--- config.mk ---
export PLATFORM = sky130hd
export DESIGN_NAME = tsel_top
export DESIGN_NICKNAME = d
export VERILOG_FILES = /design/src/rtl/tsel_pkg.sv /design/src/rtl/tsel_enable.sv /design/src/rtl/tsel_chain.sv /design/src/rtl/tsel_top.sv
export SDC_FILE = /design/constraint.sdc
export NUM_CORES = 1
export LEC_CHECK = 0
export ABC_AREA = 0
export BUFFER_PORTS_ARGS = -buffer_cell sky130_fd_sc_hd__buf_4
export CAP_MARGIN = 30
export CORE_AREA = 2 2 39 41
export CTS_BUF_LIST = sky130_fd_sc_hd__clkbuf_8
export DETAILED_ROUTE_END_ITERATION = 7
export DIE_AREA = 0 0 41 43
export PLACE_DENSITY = 0.59
export SETUP_SLACK_MARGIN = 0.3
export SYNTH_ARGS = -nofsm -noshare
export SYNTH_HDL_FRONTEND = slang
export SYNTH_SLANG_ARGS = --single-unit
--- constraint.sdc ---
create_clock -name clk -period 1.2 [get_ports clk]
set_input_delay 0.24 -clock clk [delete_from_list [all_inputs] [get_ports clk]]
set_output_delay 0.24 -clock clk [all_outputs]
set_load 0.01 [all_outputs]
--- src/rtl/tsel_pkg.sv ---
`timescale 1ns/1ps
package tsel_pkg;

    // Phase of the microstep being evaluated.
    typedef enum logic {
        PH_EVENT = 1'b0,
        PH_SPONT = 1'b1
    } phase_e;

    // Width needed to hold an index in [0, n-1], at least one bit.
    function automatic int idx_w(input int n);
        return (n <= 1) ? 1 : $clog2(n);
    endfunction

endpackage

--- src/rtl/tsel_enable.sv ---
`timescale 1ns/1ps
// Per-transition eligibility: source active, phase matches, event matches.
module tsel_enable #(
    parameter int T  = 6,
    parameter int S  = 5,
    parameter int E  = 4,
    parameter int SW = 3,
    parameter logic [T*SW-1:0] P_SRC       = '0,
    parameter logic [T*E-1:0]  P_EVMASK    = '0,
    parameter logic [T-1:0]    P_EVENTLESS = '0
) (
    input  logic [S-1:0]     active,
    input  logic [E-1:0]     evt,
    input  tsel_pkg::phase_e phase,
    output logic [T-1:0]     elig
);
    import tsel_pkg::*;

    for (genvar i = 0; i < T; i++) begin : g_tr
        localparam int unsigned SRC = int'(P_SRC[i*SW +: SW]);
        localparam logic [E-1:0] MASK = P_EVMASK[i*E +: E];

        logic src_on;
        assign src_on = active[SRC];

        if (P_EVENTLESS[i]) begin : g_eventless
            // Event term is constant true; only the spontaneous phase admits it.
            assign elig[i] = src_on && (phase == PH_SPONT);
        end else begin : g_evented
            logic hit;
            assign hit     = |(evt & MASK);
            assign elig[i] = src_on && (phase == PH_EVENT) && hit;
        end
    end

endmodule

--- src/rtl/tsel_chain.sv ---
`timescale 1ns/1ps
// Unrolled priority chain: transition i is dropped when a lower-indexed,
// conflicting transition has been chosen.
module tsel_chain #(
    parameter int T = 6,
    parameter logic [T*T-1:0] P_CONFLICT = '0
) (
    input  logic [T-1:0] elig,
    output logic [T-1:0] sel
);

    always_comb begin
        logic [T-1:0] pick;
        pick = '0;
        for (int i = 0; i < T; i++) begin
            logic blocked;
            blocked = 1'b0;
            for (int j = 0; j < i; j++) begin
                if (P_CONFLICT[i*T + j] && pick[j]) begin
                    blocked = 1'b1;
                end
            end
            pick[i] = elig[i] && !blocked;
        end
        sel = pick;
    end

endmodule

--- src/rtl/tsel_top.sv ---
`timescale 1ns/1ps
// Registered shell around the selector: inputs captured, then selection.
module tsel_top #(
    parameter int T  = 6,
    parameter int S  = 5,
    parameter int E  = 4,
    parameter int SW = tsel_pkg::idx_w(S),
    // source state per transition, field i at [i*SW +: SW]
    parameter logic [T*SW-1:0] P_SRC       = 18'h14611,
    // event-line mask per transition, field i at [i*E +: E]
    parameter logic [T*E-1:0]  P_EVMASK    = 24'h400F31,
    parameter logic [T-1:0]    P_EVENTLESS = 6'b011000,
    // entry (i, j) at bit i*T+j
    parameter logic [T*T-1:0]  P_CONFLICT  = 36'h0_0840_3146
) (
    input  logic         clk,
    input  logic         rst_n,
    input  logic [S-1:0] active_i,
    input  logic [E-1:0] event_i,
    input  logic         spont_i,
    output logic [T-1:0] sel_o
);
    import tsel_pkg::*;

    typedef struct packed {
        logic [S-1:0] act;
        logic [E-1:0] ev;
        phase_e       ph;
        logic [T-1:0] sel;
    } state_t;

    state_t st_d, st_q;

    logic [S-1:0] act_q;
    logic [E-1:0] ev_q;
    phase_e       ph_q;
    logic [T-1:0] elig_w;
    logic [T-1:0] sel_w;

    assign act_q = st_q.act;
    assign ev_q  = st_q.ev;
    assign ph_q  = st_q.ph;

    tsel_enable #(
        .T(T), .S(S), .E(E), .SW(SW),
        .P_SRC(P_SRC), .P_EVMASK(P_EVMASK), .P_EVENTLESS(P_EVENTLESS)
    ) u_enable (
        .active (act_q),
        .evt    (ev_q),
        .phase  (ph_q),
        .elig   (elig_w)
    );

    tsel_chain #(
        .T(T), .P_CONFLICT(P_CONFLICT)
    ) u_chain (
        .elig (elig_w),
        .sel  (sel_w)
    );

    always_comb begin
        st_d     = st_q;
        st_d.act = active_i;
        st_d.ev  = event_i;
        st_d.ph  = spont_i ? PH_SPONT : PH_EVENT;
        st_d.sel = sel_w;
    end

    always_ff @(posedge clk or negedge rst_n) begin
        if (!rst_n) begin
            st_q <= '0;
        end else begin
            st_q <= st_d;
        end
    end

    assign sel_o = st_q.sel;

endmodule

==> run metrics <==
status completed; cell family with most CP delay flip-flops; ordered cell list for the critical path buf_6; CP max stage delay 0.37 ns; Mapped Cells 29; Internal Power 839.6 uW; Die W 41 um; Pwr Density 1426 nW/um^2; vias in the first global route 332; vias per cell 4.530; most frequent cells in the layout dfrtp_1, buf_4, buf_6; Layout area overhead 48.72%; final setup TNS 0 ns; Worst EP required 0.96 ns; syn nets 41; Cell Rows 14; Cell Area, Synth 488.0 um^2; Final setup viols 0; Final Total Pwr 1.035 mW; Tcrit/Tclk final 0.8102; DR vias 299; DR iter-0 viols 1; area of the core 1384 um^2; pre-CTS WS 0.2833 ns; P_sw 195.2 uW; Die Ht 43 um; TritonCTS Buffers 3; Pleak 0.3556 nW; root buffer selected by CTS clkbuf_8; Final Hold Fails 0; CP endpoint kind output pin; maximum number of pins on one net before global-route repair 17; Slew @ Worst Pin 0.1992 ns; total gr overflow 0; CTS tree built; Buf/Inv on CP 1; Die Area 1763 um^2; Crit path arrival time 0.73 ns; Logic pwr share 0.076; Post-Synthesis Mean Instance Area 16.83 um^2; initial antenna violation count 0; antenna-violating nets left 0; diode count 0; peak supply drop 0.7710 mV; Seq/Total Area, Yosys 0.8205; drt pass-1 iters 2; CP Class reg2out; layout cells sized above 1 0.5200; Yosys cell types 12; Final nets 64; slowest CP cell dfrtp_1; Fin Hold WS 0.1059 ns; flops & latches, synth 16; RSZ-0062 raised after global routing yes; Residual DRC 0; gp weighted congestion 0.7414; Clock Latency Late Sink 0.24 ns; Clock Skews 0.001554 ns; Clock Tree Buf Depth 2; buffers added on ports 17; H-tree levels 1; synth warn 0; critical path fanouts, max 1; CP Launch Type flip-flop; Hold Path Class in2reg; total track usage 0.1095; I/O pins 18; fin crit period 0.9723 ns; CTS Sinks 16; placed cells 62; Clock Power Share 0.359; f_max 1029 MHz; maxcap violations 0; drt total wl 747 um; final std cells w/o fill 66; switching power share of the total 0.1886; Slew Limit Fails 0; Slew HR 0.8661; worst setup margin 0.2277 ns; clock-pin slew on the worst setup and hold paths 0.05 ns; Flop pwr share 0.565; Initial Util 0.3526; drt wl/cell 11.32 um; first-pass GRT wire length 1.262 mm; most common cell after layout, fill and taps aside dfrtp_1; DP Wirelength 567.6 um
-- synthesized netlist by cell type, drive strengths merged --
master   n  area (um^2)
dfrtp   16        400.4
nand3b   1        7.510
and3b    2        17.52
nor3b    2        20.02
mux2i    1        10.01
inv      1        3.750
nor2     2        7.510
nor3     1        5.000
and2     1        6.260
nand2    1        3.750
nor4     1        6.260
-- power by group through the flow --
stage / sequential, mW / combinational, mW / clock (mW)
after floorplan: 0.591 / 0.0144 / 0
after global placement: 0.588 / 0.0691 / 0
after detailed placement: 0.589 / 0.0714 / 0
after CTS: 0.582 / 0.0792 / 0.388
after global routing: 0.587 / 0.0878 / 0.410
final: 0.584 / 0.0791 / 0.371
-- flip-flops by register name (all words and copies together), names as in the netlist --
register,flops
act_q,5
ev_q,4
sel_o,6
ph_q,1
-- what timing repair did --
action / CTS / global route
endpoints found under the hold margin: 16 / 0
setup buffers: 0 / 0
hold buffers: 1 / 0
pin swaps: 1 / 1
setup endpoints to repair: 7 / 7
gates resized for setup: 6 / 5
-- kinds of logic (layout without fill, tap and decap cells) --
family | after synthesis | after routing | share of synthesized area
multiplexers | 1 | 1 | 0.02051
flip-flops | 16 | 16 | 0.8205
buffers and inverters | 1 | 22 | 0.007685
AND/OR/NAND/NOR | 11 | 11 | 0.1513
-- through the flow --
stage | utilization | cell area (um^2)
6_report | 0.5244 | 725.7
5_1_grt | 0.5244 | 725.7
4_1_cts | 0.5127 | 709.4
3_5_place_dp | 0.4593 | 635.6
3_3_place_gp | 0.4593 | 635.6
2_1_floorplan | - | 488.0
-- routing by layer --
layer | up-vias | track usage | wire length [um]
li1 | 137 | - | -
met2 | 14 | 0.1813 | 433
met1 | 148 | 0.1060 | 259
met3 | 0 | 0.04712 | 54
met5 | - | 0 | 0
met4 | 0 | 0.06000 | 0
-- area by class of cell --
| cell class | instances | area (um^2) |
|---|---|---|
| repair buffers | 18 | 160.2 |
| clock buffers | 3 | 41.29 |
| flip-flops and latches | 16 | 402.9 |
| fillers | 115 | 658.1 |
| multi-input cells | 12 | 97.59 |
| inverters | 1 | 3.754 |
| well taps | 16 | 20.02 |
-- worst paths after layout --
path | startpoint | end | slack, ns | cells past startpoint
setup / recovery | sel_o[3] | sel_o[3] | 0.23 | 1
hold / removal | event_i[0] | ev_q[0] | 0.11 | 1
setup reg to reg | ph_q | sel_o[2] | 0.33 | 2
hold reg to reg | act_q[3] | sel_o[3] | 0.48 | 1
max in group asynchronous | rst_n | ph_q | 0.61 | 2
min in group asynchronous | rst_n | sel_o[2] | 0.40 | 2
No activity file was read; power rests on OpenSTA's default activity.
